`src/rtl/keyed_gate_pkg.sv`:
```
package keyed_gate_pkg;
    localparam int          DATA_W      = 32;
    localparam logic [31:0] UNLOCK_KEY  = 32'h0000_A55A;
    localparam int          CTRL_ADDR   = 0;
    localparam int          UNLOCK_ADDR = 1;
    localparam int          GUARD_BASE  = 2;
    localparam int          READY_BIT   = 7;
    localparam int          ERR_BIT     = 0;
    localparam int          ENABLE_BIT  = 31;

    typedef struct packed {
        logic enable;
    } key_state_t;

    typedef struct packed {
        logic err;
    } gate_state_t;
endpackage

```
`src/rtl/busy_timer.sv`:
```
module busy_timer #(
    parameter int LATENCY = 4
) (
    input  logic clk,
    input  logic rst_n,
    input  logic start,
    output logic ready
);
    localparam int CW = $clog2(LATENCY + 1);

    logic [CW-1:0] cnt_d, cnt_q;

    always_comb begin
        cnt_d = cnt_q;
        if (start)
            cnt_d = CW'(LATENCY);
        else if (cnt_q != '0)
            cnt_d = cnt_q - 1'b1;
    end

    always_ff @(posedge clk or negedge rst_n) begin
        if (!rst_n) cnt_q <= '0;
        else        cnt_q <= cnt_d;
    end

    assign ready = (cnt_q == '0);

    assert_busy_starts_R4: assert property (@(posedge clk) disable iff (!rst_n)
        start |=> !ready);
    assert_busy_drains_R4: assert property (@(posedge clk) disable iff (!rst_n)
        (!start && !ready) |=> (cnt_q == $past(cnt_q) - 1'b1));
endmodule

```
`src/rtl/key_keeper.sv`:
```
module key_keeper
    import keyed_gate_pkg::*;
(
    input  logic              clk,
    input  logic              rst_n,
    input  logic              unl_wr,
    input  logic              ready,
    input  logic [DATA_W-1:0] wr_data,
    output logic              enable
);
    key_state_t st_d, st_q;

    always_comb begin
        st_d = st_q;
        if (unl_wr && ready)
            st_d.enable = (wr_data == UNLOCK_KEY);
    end

    always_ff @(posedge clk or negedge rst_n) begin
        if (!rst_n) st_q <= '0;
        else        st_q <= st_d;
    end

    assign enable = st_q.enable;

    assert_key_opens_R2: assert property (@(posedge clk) disable iff (!rst_n)
        (unl_wr && ready && wr_data == UNLOCK_KEY) |=> enable);
    assert_bad_key_closes_R3: assert property (@(posedge clk) disable iff (!rst_n)
        (unl_wr && ready && wr_data != UNLOCK_KEY) |=> !enable);
    assert_busy_unlock_dropped_R7: assert property (@(posedge clk) disable iff (!rst_n)
        (unl_wr && !ready) |=> $stable(enable));
endmodule

```
`src/rtl/guard_bank.sv`:
```
module guard_bank
    import keyed_gate_pkg::*;
#(
    parameter int N_GUARD = 4,
    parameter int AW      = 3
) (
    input  logic              clk,
    input  logic              rst_n,
    input  logic [AW-1:0]     wr_addr,
    input  logic [DATA_W-1:0] wr_data,
    input  logic              commit,
    input  logic [AW-1:0]     rd_addr,
    output logic              wr_hit,
    output logic              rd_hit,
    output logic [DATA_W-1:0] rd_word
);
    logic [N_GUARD-1:0][DATA_W-1:0] regs_d, regs_q;
    logic [N_GUARD-1:0]             wsel, rsel;

    for (genvar g = 0; g < N_GUARD; g++) begin : g_dec
        assign wsel[g] = (wr_addr == AW'(GUARD_BASE + g));
        assign rsel[g] = (rd_addr == AW'(GUARD_BASE + g));
    end

    assign wr_hit = |wsel;
    assign rd_hit = |rsel;

    always_comb begin
        regs_d  = regs_q;
        rd_word = '0;
        for (int i = 0; i < N_GUARD; i++) begin
            if (commit && wsel[i]) regs_d[i] = wr_data;
            if (rsel[i])           rd_word  = regs_q[i];
        end
    end

    always_ff @(posedge clk or negedge rst_n) begin
        if (!rst_n) regs_q <= '0;
        else        regs_q <= regs_d;
    end

    assert_hold_without_commit_R6: assert property (@(posedge clk) disable iff (!rst_n)
        !commit |=> $stable(regs_q));
    assert_one_word_hit: assert property (@(posedge clk) disable iff (!rst_n)
        $onehot0(wsel));
endmodule

```
`src/rtl/keyed_write_gate.sv`:
```
module keyed_write_gate
    import keyed_gate_pkg::*;
#(
    parameter int N_GUARD = 4,
    parameter int LATENCY = 4,
    parameter int AW      = 3
) (
    input  logic              clk,
    input  logic              rst_n,
    input  logic              wr_en,
    input  logic [AW-1:0]     wr_addr,
    input  logic [DATA_W-1:0] wr_data,
    input  logic [AW-1:0]     rd_addr,
    output logic [DATA_W-1:0] rd_data
);
    localparam int TOP_ADDR = GUARD_BASE + N_GUARD - 1;

    logic        ready, enable;
    logic        unl_wr, grd_hit, grd_wr, grd_ok, unl_ok, bad, start;
    logic        rd_hit;
    logic [DATA_W-1:0] grd_word;
    gate_state_t st_d, st_q;

    assign unl_wr = wr_en && (wr_addr == AW'(UNLOCK_ADDR));
    assign grd_wr = wr_en && grd_hit;
    assign unl_ok = unl_wr && ready;
    assign grd_ok = grd_wr && ready && enable;
    assign bad    = (unl_wr && !ready) || (grd_wr && !(ready && enable));
    assign start  = unl_ok || grd_ok;

    busy_timer #(.LATENCY(LATENCY)) u_timer (
        .clk(clk), .rst_n(rst_n), .start(start), .ready(ready)
    );

    key_keeper u_key (
        .clk(clk), .rst_n(rst_n), .unl_wr(unl_wr), .ready(ready),
        .wr_data(wr_data), .enable(enable)
    );

    guard_bank #(.N_GUARD(N_GUARD), .AW(AW)) u_bank (
        .clk(clk), .rst_n(rst_n), .wr_addr(wr_addr), .wr_data(wr_data),
        .commit(grd_ok), .rd_addr(rd_addr), .wr_hit(grd_hit),
        .rd_hit(rd_hit), .rd_word(grd_word)
    );

    always_comb begin
        st_d = st_q;
        if (bad) st_d.err = 1'b1;
    end

    always_ff @(posedge clk or negedge rst_n) begin
        if (!rst_n) st_q <= '0;
        else        st_q <= st_d;
    end

    always_comb begin
        rd_data = '0;
        if (rd_addr == AW'(CTRL_ADDR)) begin
            rd_data[READY_BIT] = ready;
            rd_data[ERR_BIT]   = st_q.err;
        end else if (rd_addr == AW'(UNLOCK_ADDR)) begin
            rd_data[ENABLE_BIT] = enable;
        end else if (rd_hit) begin
            rd_data = grd_word;
        end
    end

    initial assert (TOP_ADDR < (1 << AW));

    assert_bad_sets_err_R6: assert property (@(posedge clk) disable iff (!rst_n)
        (grd_wr && !(ready && enable)) |=> st_q.err);
    assert_err_sticky_R6: assert property (@(posedge clk) disable iff (!rst_n)
        st_q.err |=> st_q.err);
    assert_busy_unlock_err_R7: assert property (@(posedge clk) disable iff (!rst_n)
        (unl_wr && !ready) |=> st_q.err);
    assert_enable_kept_R8: assert property (@(posedge clk) disable iff (!rst_n)
        (enable && !unl_wr) |=> enable);
endmodule

```
`config.mk`:
```
export PLATFORM = sky130hd
export DESIGN_NAME = keyed_write_gate
export DESIGN_NICKNAME = d
export VERILOG_FILES = /design/src/rtl/keyed_gate_pkg.sv /design/src/rtl/busy_timer.sv /design/src/rtl/key_keeper.sv /design/src/rtl/guard_bank.sv /design/src/rtl/keyed_write_gate.sv
export SDC_FILE = /design/constraint.sdc
export NUM_CORES = 1
export LEC_CHECK = 0
export BUFFER_PORTS_ARGS = -buffer_cell sky130_fd_sc_hd__buf_2
export CELL_PAD_IN_SITES_DETAIL_PLACEMENT = 2
export CELL_PAD_IN_SITES_GLOBAL_PLACEMENT = 2
export CORE_ASPECT_RATIO = 0.6
export CORE_UTILIZATION = 45
export DETAILED_ROUTE_END_ITERATION = 8
export PLACE_DENSITY_LB_ADDON = 0.1
export RECOVER_POWER = 50
export SLEW_MARGIN = 20
export SYNTH_ARGS = -nofsm -noshare
export SYNTH_HDL_FRONTEND = slang
export SYNTH_SLANG_ARGS = --single-unit
```
`constraint.sdc`:
```
create_clock -name clk -period 3.2 [get_ports clk]
set_input_delay 0.64 -clock clk [delete_from_list [all_inputs] [get_ports clk]]
set_output_delay 0.64 -clock clk [all_outputs]
set_load 0.05 [all_outputs]
```
Yosys cells after proc, flatten, opt, wreduce, memory -nomap -nowiden. Index checks and enable logic that the tools add are counted. Widths: inputs -> output; s select.

Div/mod/pow operators: 0. $lt $le $gt $ge: 0. Multipliers: 0. Reductions and logical operators: 22. Bitwise logic cells: 0. Muxes and demuxes: 13. Shifts and indexed selects: 0. $add $sub $neg: 1. Equality and inequality tests: 11.

Operators by type and width (count): $mux 32 (5); $eq 32x16->1 const B (1); $mux 31 (1); $mux 24 (1); $eq 3x2->1 const B (4); $eq 3x3->1 const B (4); $logic_and 1x1->1 (12); $reduce_or 4->1 (2); $eq 3x1->1 const B (2); $logic_not 3->1 (2); $mux 3 (2); $mux 6 (1); $mux 1 (3); $reduce_bool 3->1 (1); $sub 3x1->3 const B (1); $logic_not 1->1 (2); $logic_or 1x1->1 (2); $reduce_bool 2->1 (1).

Bits of input ports: 41. Memories kept: 0. Logic and storage cells: 54. Latch bits: 0. Bits in read-only memories: 0. Bits in registers: 133. RAM bits: 0.

Longest topological paths before layout. Gate-level depths: netlist of the first run.

Depth in word-level cells: 8. Gate-level depth with buffers: 7.

By module. A second synthesis of the first run with hierarchy kept.

Cells, all modules: 469. Area, all modules: 6436.2 µm².

By module, submodules not included: guard_bank (times used 1, sequential area each 3203.1 µm², area an instance 5723.0 µm², cells an instance 389); keyed_write_gate (times used 1, sequential area each 25.0 µm², area an instance 380.4 µm², cells an instance 50); busy_timer (times used 1, sequential area each 75.1 µm², area an instance 183.9 µm², cells an instance 16); key_keeper (times used 1, sequential area each 25.0 µm², area an instance 148.9 µm², cells an instance 14).

Worst setup path before layout of the first run. No wires, ideal clock.

Path type: input to output. Start: input port rd_addr[0]. End: output port rd_data[16]. Setup slack: 0.415 ns. Stages: 5. Data arrival time: 2.145 ns. Cell sequence: clkbuf_1 buf_2 buf_2 mux2i_1 o22ai_1.

Cells in the longest elaborated chain, start to end: 8.

Ends and longest elaborated chain: start, declared (RTL line keyed_write_gate.sv:13) `input logic [AW-1:0] rd_addr,`; $eq 3x2->1 (RTL line guard_bank.sv:22) `assign rsel[g] = (rd_addr == AW'(GUARD_BASE + g));`; $mux 32 (4 in a row) (RTL line guard_bank.sv:33) `if (rsel[i]) rd_word = regs_q[i];`; $mux 32 (RTL line keyed_write_gate.sv:63) `end else if (rd_hit) begin`; $mux 31 (RTL line keyed_write_gate.sv:61) `end else if (rd_addr == AW'(UNLOCK_ADDR)) begin`; $mux 24 * (RTL line keyed_write_gate.sv:58) `if (rd_addr == AW'(CTRL_ADDR)) begin`; end, declared (RTL line keyed_write_gate.sv:14) `output logic [DATA_W-1:0] rd_data`.

Every way passes the cells marked *; elsewhere a longest branch is shown, timed or not.

Worst setup path after layout of the first run.
Start: register u_timer.cnt_q[0]. End: output port rd_data[7].

Cells in the longest elaborated chain, start to end: 2.

Ends and longest elaborated chain: start, declared (RTL line busy_timer.sv:11) `logic [CW-1:0] cnt_d, cnt_q;`; start signal, assigned (RTL line busy_timer.sv:23) `else cnt_q <= cnt_d;`; $logic_not 3->1 (RTL line busy_timer.sv:26) `assign ready = (cnt_q == '0);`; $mux 1 (RTL line keyed_write_gate.sv:58).

Every way passes these cells.

==> key figures, run 1 <==
Status
  – Result of the run: complete, but fails checks
  – Violations in the final reports: max-capacitance violations, max-slew violations

Final layout
  – Footprint of the multi-input gates: 2870 um^2
  – Antenna diode count: 0
  – Area added between synthesis and finish: 17.1%
  – Number of inserted filler cells in the final layout: 1304
  – Final #Nets: 555
  – Sequential Area: 3330 um^2
  – Fraction of final layout cells sized beyond drive strength 1: 47.0%

Placement
  – Final GP Congestion: 0.745
  – Port Buffer Count: 72
  – Dpl hpwl: 10900 um

Detailed routing
  – Via count: 4070
  – DRC errors left: 0
  – Final wirelength: 19600 um
  – First-pass detailed-route iteration total: 4
  – Final ANT Viol Nets: 0
  – Initial DRC count: 147
  – Average wire per standard cell: 27.3 um
  – Drt via density: 5.68

Clocking
  – TritonCTS clock tree: built
  – Number of gates resized after cts: 0
  – CTS max path bufs: 2
  – Depth of the CTS H-tree: 4
  – Total CTS buffers: 17
  – Clock latency on the worst-skew pair: 0.43 ns
  – Num Clock Sinks: 133
  – Clock transition at the registers of the reported paths: 0.07 ns
  – Post-CTS Setup Bufs: 0
  – Root buf cell: sky130_fd_sc_hd__clkbuf_16
  – CTS Hold Buffers Added: 0

Synth
  – Post-synthesis cell type count: 37
  – Area of the mapped netlist: 6510 um^2
  – Sequential cell area fraction in the yosys report: 51.1%
  – Number of enable-type register cells in the synthesized netlist: 0
  – Number of synthesized register bits: 133
  – Main synth FF type: sky130_fd_sc_hd__dfrtp_1
  – Instance count of the mapped netlist: 438
  – Net count of the mapped netlist: 481
  – Async SR Flop Fraction: 100%
  – Ys Warns: 0
  – Syn avg cell area: 14.9 um^2

Worst setup path
  – Cell at the slowest stage of the critical path: sky130_fd_sc_hd__or3b_2
  – Element type at the critical path end: output port
  – Type of origin of the critical path: register
  – Worst path cell trace: inv_1, ha_1, or3b_2, a21oi_1, o31a_1, buf_2
  – Arrival time at the worst endpoint: 2.32 ns
  – Crit-path max FO: 5
  – Kind of critical path: register to output port
  – Req. time, crit path: 2.56 ns
  – Largest stage delay on the critical path: 0.48 ns

Die
  – Die Height: 95.2 um
  – Top-level I/O count: 73
  – Area of the core: 13900 um^2
  – Die extent in x: 157 um
  – Total Die Area: 15000 um^2
  – Starting density of the core: 47.0%
  – Std-Cell Rows: 33

GRT
  – Met2 routing resource usage after global routing: 48.5%
  – Total track usage: 28.2%
  – Busiest layer in global routing: met2
  – Initial antenna violation count: 0
  – Wire length of the first global-routing pass: 30100 um
  – Overflow after GRT: 0
  – GR Util met3: 5.18%
  – Met1 track demand over resource: 36.1%
  – Number of global-route vias before repair: 4757
  – Maximum number of pins on one net before global-route repair: 67

Timing
  – Max Transition Viols Final: 31
  – Worst hold slack after final layout: 0.498 ns
  – Max transition margin: -18.9%
  – Maximum achievable frequency: 0.338 GHz
  – Unrepaired setup endpoints after global routing: no
  – Final Critical Period: 2.96 ns
  – Fraction of the cycle the final worst path needs: 92.4%
  – Final TNS setup: 0 ns
  – Worst slew pin tran: 1.78 ns
  – Fin Clk Skew: 0.0198 ns
  – Final setup viols: 0
  – Final Hold Vio Count: 0

Power and ir drop
  – Worst voltage drop across the vdd grid: 0.298 mV
  – Leakage component of the power: 3.88 nW
  – PwrDens: 579 nW/um^2

Worst hold path
  – Kind of path behind the tightest hold check: register to register

Run
  – Number of maximum-capacitance constraint violations: 1
## Yosys cell counts, drive strengths merged, types with 2 or more instances
cell      n  share of area, %
o22ai    31               3.0
or3b      2              0.27
nand4     2              0.19
nor4bb    4              0.61
nand2b    3              0.29
mux2i    63               9.7
nand4b    2              0.73
dfrtp   133                51
nand2     3              0.17
clkbuf    8              0.46
and4bb    2              0.38
nor4      4              0.38
ha        2              0.38
xnor2     2              0.27
inv       4              0.23
nor2      3              0.17
mux2    129                26
o21ai     3              0.23
a21oi     2              0.15
buf      23               3.9
## layout make-up
type	instances	share of cell area, %
Clock buffer	18	5.62
Clock inverter	14	3.56
Inverter	4	0.197
Multi-Input combinational cell	270	37.5
Sequential cell	133	43.6
Tap cell	192	3.15
Timing Repair Buffer	86	6.33
## worst max-delay path, delay by kind of cell (launching register included)
kind / cells / cell delay [ns]
AND/OR/NAND/NOR: 1 / 0.48
flip-flops: 1 / 0.41
buffers and inverters: 2 / 0.36
AO/OA/AOI/OAI: 2 / 0.34
adder cells (fa/ha/maj): 1 / 0.29
## registers in the layout, summed over array words and instances, names as in the netlist
name	flops
u_bank.regs_q	128
u_timer.cnt_q	3
st_q	1
u_key.enable	1
## cells by family after synthesis
logic type | Yosys count | share of synthesized area [%]
compound gates | 43 | 4.32
xor+xnor | 2 | 0.269
fa+ha+maj | 2 | 0.384
buf+inv | 35 | 4.61
flops | 133 | 51.1
mux | 192 | 35.4
simple gates | 31 | 3.90
## stage by stage
stage          total power (W)  worst slack (ns)  instances  area (um^2)  util, %
2_1_floorplan          0.00191             0.415        438         6520        -
3_3_place_gp           0.00204             0.503        685         6980     50.3
3_5_place_dp           0.00208             0.488        685         6980     50.3
4_1_cts                0.00446             0.239        717         7680     55.3
5_1_grt                0.00453             0.186        717         7630     55.0
6_report               0.00442             0.242        717         7630     55.0
## placed cells by master (no fill, tap or decap), types with 3 or more instances in the layout
master                      Yosys  final
sky130_fd_sc_hd__nor4bb_1       4      4
sky130_fd_sc_hd__inv_6          0      4
sky130_fd_sc_hd__mux2_1         4      4
sky130_fd_sc_hd__nand2_1        3      3
sky130_fd_sc_hd__buf_2          9     69
sky130_fd_sc_hd__nand2b_1       3      3
sky130_fd_sc_hd__mux2_4        60     60
sky130_fd_sc_hd__buf_4          0      9
sky130_fd_sc_hd__nor2_1         3      3
sky130_fd_sc_hd__o22ai_1       31     31
sky130_fd_sc_hd__nor4_1         4      4
sky130_fd_sc_hd__mux2_2        65     65
sky130_fd_sc_hd__clkbuf_1       8      3
sky130_fd_sc_hd__mux2i_1       63     63
sky130_fd_sc_hd__clkbuf_2       0      3
sky130_fd_sc_hd__clkbuf_16      0     17
sky130_fd_sc_hd__dfrtp_1      133    133
sky130_fd_sc_hd__inv_1          4      4
sky130_fd_sc_hd__clkinv_4       0      3
sky130_fd_sc_hd__bufinv_16      0      7
sky130_fd_sc_hd__o21ai_0        3      3
## path summary, 6_finish.rpt
| check | startpoint | end | slack [ns] | depth (start not counted) |
|---|---|---|---|---|
| max reg2reg | u_timer.cnt_q[0] | u_bank.regs_q[127] | 0.59 | 6 |
| max | u_timer.cnt_q[0] | rd_data[7] | 0.24 | 6 |
| min reg2reg | st_q | st_q | 0.50 | 1 |
| min in group asynchronous | rst_n | u_timer.cnt_q[1] | 0.68 | 1 |
| max in group asynchronous | rst_n | u_bank.regs_q[88] | 0.63 | 2 |
| min | st_q | st_q | 0.50 | 1 |
## power breakdown
part           total [W]  switching, W  internal (W)
clock network    0.00237      0.000815       0.00156
registers        0.00173     0.0000225       0.00170
logic           0.000322      0.000211      0.000111
## routing by layer
layer / part of all wire [%] / routed length [um]
met3: 2.9 / 559
met1: 46 / 8940
met4: 1.6 / 305
met5: 0 / 0
met2: 50 / 9750
Note: power is estimated with default switching activity, not from simulation.
==> run 2: changes to the inputs <==
==> constraint.sdc (replaced) <==
create_clock -name clk -period 3.6 [get_ports clk]
set_input_delay 0.72 -clock clk [delete_from_list [all_inputs] [get_ports clk]]
set_output_delay 0.72 -clock clk [all_outputs]
set_load 0.05 [all_outputs]
==> key figures, run 2 (synthesized netlist as in run 1, its figures left out) <==
GRT
  – Wire length of the first global-routing pass: 27800 um (was 30100 um)
  – Total track usage: 25.6% (was 28.2%)
  – Overflow after GRT: 0 (unchanged)
  – Initial antenna violation count: 0 (unchanged)
  – Number of global-route vias before repair: 4646 (was 4757)
  – Maximum number of pins on one net before global-route repair: 67 (unchanged)

Power and ir drop
  – Worst voltage drop across the vdd grid: 0.291 mV (was 0.298 mV)
  – Leakage component of the power: 3.85 nW (was 3.88 nW)
  – Register share of total power: 42.3% (was 39.0%)
  – Combinational cell fraction of total power: 7.7% (was 7.3%)
  – Proportion of total power due to net switching: 24.4% (was 23.7%)
  – Switching component of the power: 0.000884 W (was 0.00105 W)
  – Cell internal pwr: 0.00274 W (was 0.00337 W)
  – PwrDens: 481 nW/um^2 (was 579 nW/um^2)
  – Clock Power Share: 50.0% (was 53.7%)

Die
  – Total Die Area: 15000 um^2 (unchanged)
  – Starting density of the core: 47.0% (unchanged)
  – Die Height: 95.2 um (unchanged)
  – Area of the core: 13900 um^2 (unchanged)
  – Top-level I/O count: 73 (unchanged)
  – Std-Cell Rows: 33 (unchanged)
  – Die extent in x: 157 um (unchanged)

Clocking
  – Depth of the CTS H-tree: 4 (unchanged)
  – Total CTS buffers: 17 (unchanged)
  – Num Clock Sinks: 133 (unchanged)
  – CTS Hold Buffers Added: 0 (unchanged)
  – Clock transition at the registers of the reported paths: 0.06 ns (was 0.07 ns)
  – TritonCTS clock tree: built (unchanged)
  – CTS max path bufs: 2 (unchanged)
  – Number of gates resized after cts: 0 (unchanged)
  – Post-CTS Setup Bufs: 0 (unchanged)
  – Clock latency on the worst-skew pair: 0.42 ns (was 0.43 ns)
  – Root buf cell: sky130_fd_sc_hd__clkbuf_16 (unchanged)

Timing
  – Final setup viols: 0 (unchanged)
  – Max Transition Viols Final: 34 (was 31)
  – Worst slew pin tran: 1.94 ns (was 1.78 ns)
  – Final TNS setup: 0 ns (unchanged)
  – Fraction of the cycle the final worst path needs: 83.8%
  – Maximum achievable frequency: 0.331 GHz
  – Unrepaired setup endpoints after global routing: no (unchanged)
  – Max transition margin: -29.6% (was -18.9%)
  – Worst hold slack after final layout: 0.504 ns (was 0.498 ns)
  – Final Hold Vio Count: 0 (unchanged)
  – Final Critical Period: 3.02 ns
  – Fin Clk Skew: 0.0102 ns (was 0.0198 ns)

Status
  – Result of the run: complete, but fails checks (unchanged)
  – Violations in the final reports: max-capacitance violations, max-slew violations (unchanged)

Final layout
  – Antenna diode count: 0 (unchanged)
  – Number of inserted filler cells in the final layout: 1303 (was 1304)
  – Area added between synthesis and finish: 15.7% (was 17.1%)
  – Max reg flops: 128 (unchanged)
  – Most common cell after layout, fill and taps aside: sky130_fd_sc_hd__dfrtp_1 (unchanged)
  – Sequential Area: 3330 um^2 (unchanged)
  – Fraction of final layout cells sized beyond drive strength 1: 44.5% (was 47.0%)
  – Number of non-filler instances in the completed layout: 711 (was 717)
  – Footprint of the multi-input gates: 2850 um^2 (was 2870 um^2)
  – Regs by FF count: u_bank.regs_q x128, u_timer.cnt_q x3 (unchanged)
  – Layout Cell Area excl Fill: 7540 um^2 (was 7630 um^2)
  – Final #Nets: 549 (was 555)
  – Register with the most flip-flops: u_bank.regs_q (unchanged)
  – Most frequent cells in the layout: sky130_fd_sc_hd__dfrtp_1, sky130_fd_sc_hd__buf_2, sky130_fd_sc_hd__mux2_2 (unchanged)

Worst hold path
  – Kind of path behind the tightest hold check: register to register (unchanged)
  – Hold path start: u_bank.regs_q[29] (was st_q)
  – Hold Path Sink: u_bank.regs_q[29] (was st_q)
  – Hold depth: 1 (unchanged)

Worst setup path
  – Startpoint of the lowest-slack register-to-register path: u_timer.cnt_q[0] (unchanged)
  – Largest stage delay on the critical path: 0.57 ns (was 0.48 ns)
  – Crit-path max FO: 41 (was 5)
  – Most used cell, CP: sky130_fd_sc_hd__buf_4
  – Arrival time at the worst endpoint: 2.30 ns (was 2.32 ns)
  – Critical register-to-register path endpoint: u_bank.regs_q[66] (was u_bank.regs_q[127])
  – Req. time, crit path: 2.88 ns (was 2.56 ns)
  – Type of origin of the critical path: primary input (was register)
  – Worst Path Buf+Inv: 3 (was 2)
  – Worst path cell trace: buf_4, buf_4, mux2i_1, o22ai_1, buf_2 (was inv_1, ha_1, or3b_2, a21oi_1, o31a_1, buf_2)
  – Kind of critical path: primary input to output port (was register to output port)
  – Minimum setup slack among reg-to-reg paths: 0.67 ns (was 0.59 ns)
  – Top delay family on crit path: buffers and inverters (was simple AND/OR/NAND/NOR gates)
  – Element type at the critical path end: output port (unchanged)
  – Cell at the slowest stage of the critical path: sky130_fd_sc_hd__buf_4 (was sky130_fd_sc_hd__or3b_2)
  – Worst Reg2Reg Path Length in Cells: 6 (unchanged)

Detailed routing
  – Initial DRC count: 122 (was 147)
  – Via count: 3988 (was 4070)
  – Drt via density: 5.61 (was 5.68)
  – DRC errors left: 0 (unchanged)
  – Final ANT Viol Nets: 0 (unchanged)
  – Average wire per standard cell: 24.8 um (was 27.3 um)
  – Final wirelength: 17700 um (was 19600 um)
  – First-pass detailed-route iteration total: 4 (unchanged)

Placement
  – Post-DP Area: 6970 um^2 (was 6980 um^2)
  – Final GP Congestion: 0.751 (was 0.745)
  – Port Buffer Count: 72 (unchanged)
  – Dpl hpwl: 10600 um (was 10900 um)
  – Number of placed cells counting well taps: 679 (was 685)

Run
  – Number of maximum-capacitance constraint violations: 1 (unchanged)
==> run 2: final cells by class <==
class	instances	area share, %
clock buffers	20	6.06
clock inverters	12	2.02
inverters	4	0.199
multi-input cells	270	37.8
flip-flops and latches	133	44.1
well taps	192	3.19
repair buffers	80	6.54
==> run 2: per-stage QoR <==
stage / setup WS (ns) / utilization [%] / power (W)
6_report: 0.583 / 54.3 / 0.00362
5_1_grt: 0.493 / 54.3 / 0.00373
4_1_cts: 0.559 / 54.6 / 0.00366
3_5_place_dp: 0.629 / 50.2 / 0.00184
3_3_place_gp: 0.639 / 50.2 / 0.00181
2_1_floorplan: 0.655 / - / 0.00169
==> run 2: worst max path at each step <==
stage                          start           to  slack (ns)  cells past startpoint
floorplan                 rd_addr[0]  rd_data[16]        0.65                      5
finish                    rd_addr[0]  rd_data[13]        0.58                      5
global route              rd_addr[0]  rd_data[13]        0.49                      5
CTS                 u_timer.cnt_q[0]   rd_data[7]        0.56                      6
global placement          rd_addr[0]  rd_data[31]        0.64                      5
detailed placement        rd_addr[0]  rd_data[11]        0.63                      5
==> run 2: power by group through the flow <==
stage	Combinational [W]	Clock [W]	Sequential, W
6_report	0.000279	0.00181	0.00153
5_1_grt	0.000303	0.00190	0.00153
4_1_cts	0.000284	0.00184	0.00153
3_5_place_dp	0.000281	0	0.00156
3_3_place_gp	0.000259	0	0.00155
2_1_floorplan	0.000143	0	0.00155
==> run 2: metal layers <==
layer,vias up,global-route usage (%),part of all wire (%)
met5,-,0,0
met4,0,7.12,0.97
met3,16,4.91,2.3
met2,63,43.1,49
met1,2146,33.9,48
li1,1763,-,-
==> run 3: changes to the inputs <==
--- a/config.mk
+++ b/config.mk
@@ -5,11 +5,12 @@
 export SDC_FILE = /design/constraint.sdc
 export NUM_CORES = 1
 export LEC_CHECK = 0
+export ABC_AREA = 1
 export BUFFER_PORTS_ARGS = -buffer_cell sky130_fd_sc_hd__buf_2
 export CELL_PAD_IN_SITES_DETAIL_PLACEMENT = 2
 export CELL_PAD_IN_SITES_GLOBAL_PLACEMENT = 2
 export CORE_ASPECT_RATIO = 0.6
-export CORE_UTILIZATION = 45
+export CORE_UTILIZATION = 32
 export DETAILED_ROUTE_END_ITERATION = 8
 export PLACE_DENSITY_LB_ADDON = 0.1
 export RECOVER_POWER = 50
==> constraint.sdc (replaced) <==
create_clock -name clk -period 2.5 [get_ports clk]
set_input_delay 0.5 -clock clk [delete_from_list [all_inputs] [get_ports clk]]
set_output_delay 0.5 -clock clk [all_outputs]
set_load 0.05 [all_outputs]
==> key figures, run 3 <==
Run
  – Number of maximum-capacitance constraint violations: 0 (was 1)

Timing
  – Final Critical Period: 2.39 ns
  – Fin Clk Skew: 0.00914 ns (was 0.0102 ns)
  – Unrepaired setup endpoints after global routing: no (unchanged)
  – Worst slew pin tran: 1.17 ns (was 1.94 ns)
  – Worst setup slack after layout: 0.106 ns (was 0.583 ns)
  – Final Hold Vio Count: 0 (unchanged)
  – Final TNS setup: 0 ns (unchanged)
  – Final setup viols: 0 (unchanged)
  – Max transition margin: 22.0% (was -29.6%)
  – Max Transition Viols Final: 0 (was 34)
  – Maximum achievable frequency: 0.418 GHz
  – Worst hold slack after final layout: 0.308 ns (was 0.504 ns)
  – Fraction of the cycle the final worst path needs: 95.8%

Synth
  – Area of the mapped netlist: 6410 um^2 (was 6510 um^2)
  – Instance count of the mapped netlist: 720 (was 438)
  – Number of enable-type register cells in the synthesized netlist: 0 (unchanged)
  – Synth area leader: sky130_fd_sc_hd__dfrtp_1 (unchanged)
  – Ranking of synthesized cells by instance count: sky130_fd_sc_hd__nand2_1, sky130_fd_sc_hd__dfrtp_1, sky130_fd_sc_hd__o21ai_2 (was sky130_fd_sc_hd__dfrtp_1, sky130_fd_sc_hd__mux2_2, sky130_fd_sc_hd__mux2i_1)
  – Main synth FF type: sky130_fd_sc_hd__dfrtp_1 (unchanged)
  – Number of synthesized register bits: 133 (unchanged)
  – Ys Warns: 0 (unchanged)
  – Area share of the leading cell type in the synthesized netlist: 51.9% (was 51.1%)
  – Main area contributors after synthesis: sky130_fd_sc_hd__dfrtp_1, sky130_fd_sc_hd__nand2_1, sky130_fd_sc_hd__o21ai_2 (was sky130_fd_sc_hd__dfrtp_1, sky130_fd_sc_hd__mux2_4, sky130_fd_sc_hd__mux2_2)
  – Sequential cell area fraction in the yosys report: 51.9% (was 51.1%)
  – Async SR Flop Fraction: 100% (unchanged)
  – Net count of the mapped netlist: 763 (was 481)
  – Most common cell in the synthesized netlist: sky130_fd_sc_hd__nand2_1 (was sky130_fd_sc_hd__dfrtp_1)
  – Syn avg cell area: 8.91 um^2 (was 14.9 um^2)
  – Post-synthesis cell type count: 27 (was 37)

Die
  – Total Die Area: 20600 um^2 (was 15000 um^2)
  – Starting density of the core: 33.2% (was 47.0%)
  – Area of the core: 19300 um^2 (was 13900 um^2)
  – Top-level I/O count: 73 (unchanged)
  – Die extent in x: 185 um (was 157 um)
  – Die Height: 112 um (was 95.2 um)
  – Std-Cell Rows: 39 (was 33)

Status
  – Result of the run: completed (was complete, but fails checks)

Final layout
  – Regs by FF count: u_bank.regs_q x128, u_timer.cnt_q x3 (unchanged)
  – Most frequent cells in the layout: sky130_fd_sc_hd__nand2_1, sky130_fd_sc_hd__dfrtp_1, sky130_fd_sc_hd__o21ai_2 (was sky130_fd_sc_hd__dfrtp_1, sky130_fd_sc_hd__buf_2, sky130_fd_sc_hd__mux2_2)
  – Antenna diode count: 0 (unchanged)
  – Final #Nets: 840 (was 549)
  – Utilization after layout: 39.1% (was 54.3%)
  – Max reg flops: 128 (unchanged)
  – Register with the most flip-flops: u_bank.regs_q (unchanged)
  – Area added between synthesis and finish: 17.7% (was 15.7%)
  – Layout Cell Area excl Fill: 7550 um^2 (was 7540 um^2)
  – Fraction of final layout cells sized beyond drive strength 1: 25.6% (was 44.5%)
  – Most common cell after layout, fill and taps aside: sky130_fd_sc_hd__nand2_1 (was sky130_fd_sc_hd__dfrtp_1)
  – Number of inserted filler cells in the final layout: 2181 (was 1303)

GRT
  – Wire length of the first global-routing pass: 32900 um (was 27800 um)
  – Total track usage: 21.2% (was 25.6%)
  – Number of global-route vias before repair: 6036 (was 4646)
  – Initial antenna violation count: 0 (unchanged)
  – Overflow after GRT: 0 (unchanged)
  – Maximum number of pins on one net before global-route repair: 65 (was 67)

Clocking
  – TritonCTS clock tree: built (unchanged)
  – Post-CTS Setup Bufs: 0 (unchanged)
  – Clock latency on the worst-skew pair: 0.42 ns (about the same)
  – Depth of the CTS H-tree: 4 (unchanged)
  – Clock transition at the registers of the reported paths: 0.06 ns (about the same)
  – Num Clock Sinks: 133 (unchanged)
  – Root buf cell: sky130_fd_sc_hd__clkbuf_16 (unchanged)
  – CTS max path bufs: 2 (unchanged)
  – Total CTS buffers: 17 (unchanged)

Worst hold path
  – Kind of path behind the tightest hold check: primary input to asynchronous set/reset pin (was register to register)

Power and ir drop
  – Leakage component of the power: 3.83 nW (was 3.85 nW)
  – Worst voltage drop across the vdd grid: 0.518 mV (was 0.291 mV)
  – PwrDens: 687 nW/um^2 (was 481 nW/um^2)

Worst setup path
  – Cell at the slowest stage of the critical path: sky130_fd_sc_hd__clkbuf_4 (was sky130_fd_sc_hd__buf_4)
  – Arrival time at the worst endpoint: 1.89 ns (was 2.30 ns)
  – Type of origin of the critical path: primary input (unchanged)
  – Crit-path max FO: 14 (was 41)
  – Kind of critical path: primary input to output port (unchanged)
  – Largest stage delay on the critical path: 0.26 ns (was 0.57 ns)
  – Top delay family on crit path: buffers and inverters (unchanged)
  – Most used cell, CP: sky130_fd_sc_hd__nand2_1 (was sky130_fd_sc_hd__buf_4)
  – Worst path cell trace: buf_2, buf_4, nor2_1, nand2_1, inv_1, buf_12, nand2_1, nand4_1, clkbuf_4 (was buf_4, buf_4, mux2i_1, o22ai_1, buf_2)
  – Req. time, crit path: 2.00 ns (was 2.88 ns)
  – Element type at the critical path end: output port (unchanged)
  – Worst Path Buf+Inv: 5 (was 3)

Detailed routing
  – Routed length on met1: 9930 um (was 8500 um)
  – Final wirelength: 20200 um (was 17700 um)
  – Via count: 5298 (was 3988)
  – Initial DRC count: 298 (was 122)
  – Drt via density: 4.93 (was 5.61)
  – Met2 Wirelength: 9440 um (was 8580 um)
  – DRC errors left: 0 (unchanged)
  – Average wire per standard cell: 18.8 um (was 24.8 um)
  – Final ANT Viol Nets: 0 (unchanged)
  – First-pass detailed-route iteration total: 4 (unchanged)
  – Sum of met3 wire segment lengths after detailed routing: 631 um (was 410 um)
  – Top metal layer carrying routed signals: met4 (unchanged)

Placement
  – Final GP Congestion: 0.761 (was 0.751)
  – Worst slack after detailed placement: 0.0761 ns (was 0.629 ns)
  – Port Buffer Count: 72 (unchanged)
  – Dpl hpwl: 13500 um (was 10600 um)
  – Post-DP Area: 7070 um^2 (was 6970 um^2)
[run 3: per-stage QoR]
stage                     instances  power (W)
after floorplan                 720    0.00256
after global placement         1044    0.00278
after detailed placement       1044    0.00281
after CTS                      1074    0.00526
after global routing           1074    0.00539
final                          1074    0.00518
[run 3: area by class of cell]
class	count	area, um^2	share of cell area (%)
Clock buffer	25	475	6.30
Sequential cell	133	3330	44.1
Inverter	57	214	2.83
Tap cell	266	333	4.41
Clock inverter	5	75.1	0.995
Timing Repair Buffer	94	593	7.86
Multi-Input combinational cell	494	2530	33.5
[run 3: worst paths after layout]
| kind | from | endpoint | slack [ns] | cells after the start |
|---|---|---|---|---|
| setup reg to reg | u_timer.cnt_q[0] | u_bank.regs_q[85] | 0.27 | 10 |
| hold reg to reg | u_bank.regs_q[86] | u_bank.regs_q[86] | 0.48 | 2 |
| min in group clk | wr_en | st_q | 0.39 | 3 |
| max in group asynchronous | rst_n | u_bank.regs_q[87] | 0.55 | 2 |
| hold / removal | rst_n | u_bank.regs_q[82] | 0.31 | 1 |
| setup / recovery | rd_addr[0] | rd_data[4] | 0.11 | 9 |
[run 3: what timing repair did]
item | CTS | global route
resized for setup | 0 | 2
setup endpoints to repair | 0 | 2
hold buffers | 0 | 0
[run 3: power by group]
group          switching, W  internal [W]
Combinational      0.000356      0.000159
Clock              0.000930       0.00151
Sequential        0.0000321       0.00220
[run 3: cell families after synthesis]
| family | share of synthesized area [%] |
|---|---|
| buffers and inverters | 8.29 |
| XOR/XNOR | 0.137 |
| AO/OA/AOI/OAI | 17.9 |
| AND/OR/NAND/NOR | 21.4 |
| flip-flops | 51.9 |
| adder cells (fa/ha/maj) | 0.390 |
[run 3: routing by layer]
layer  vias up  track usage (%)
met3        16             4.22
met2        84             35.0
li1       2504                -
met5         -                0
met4         0             6.50
met1      2694             28.2
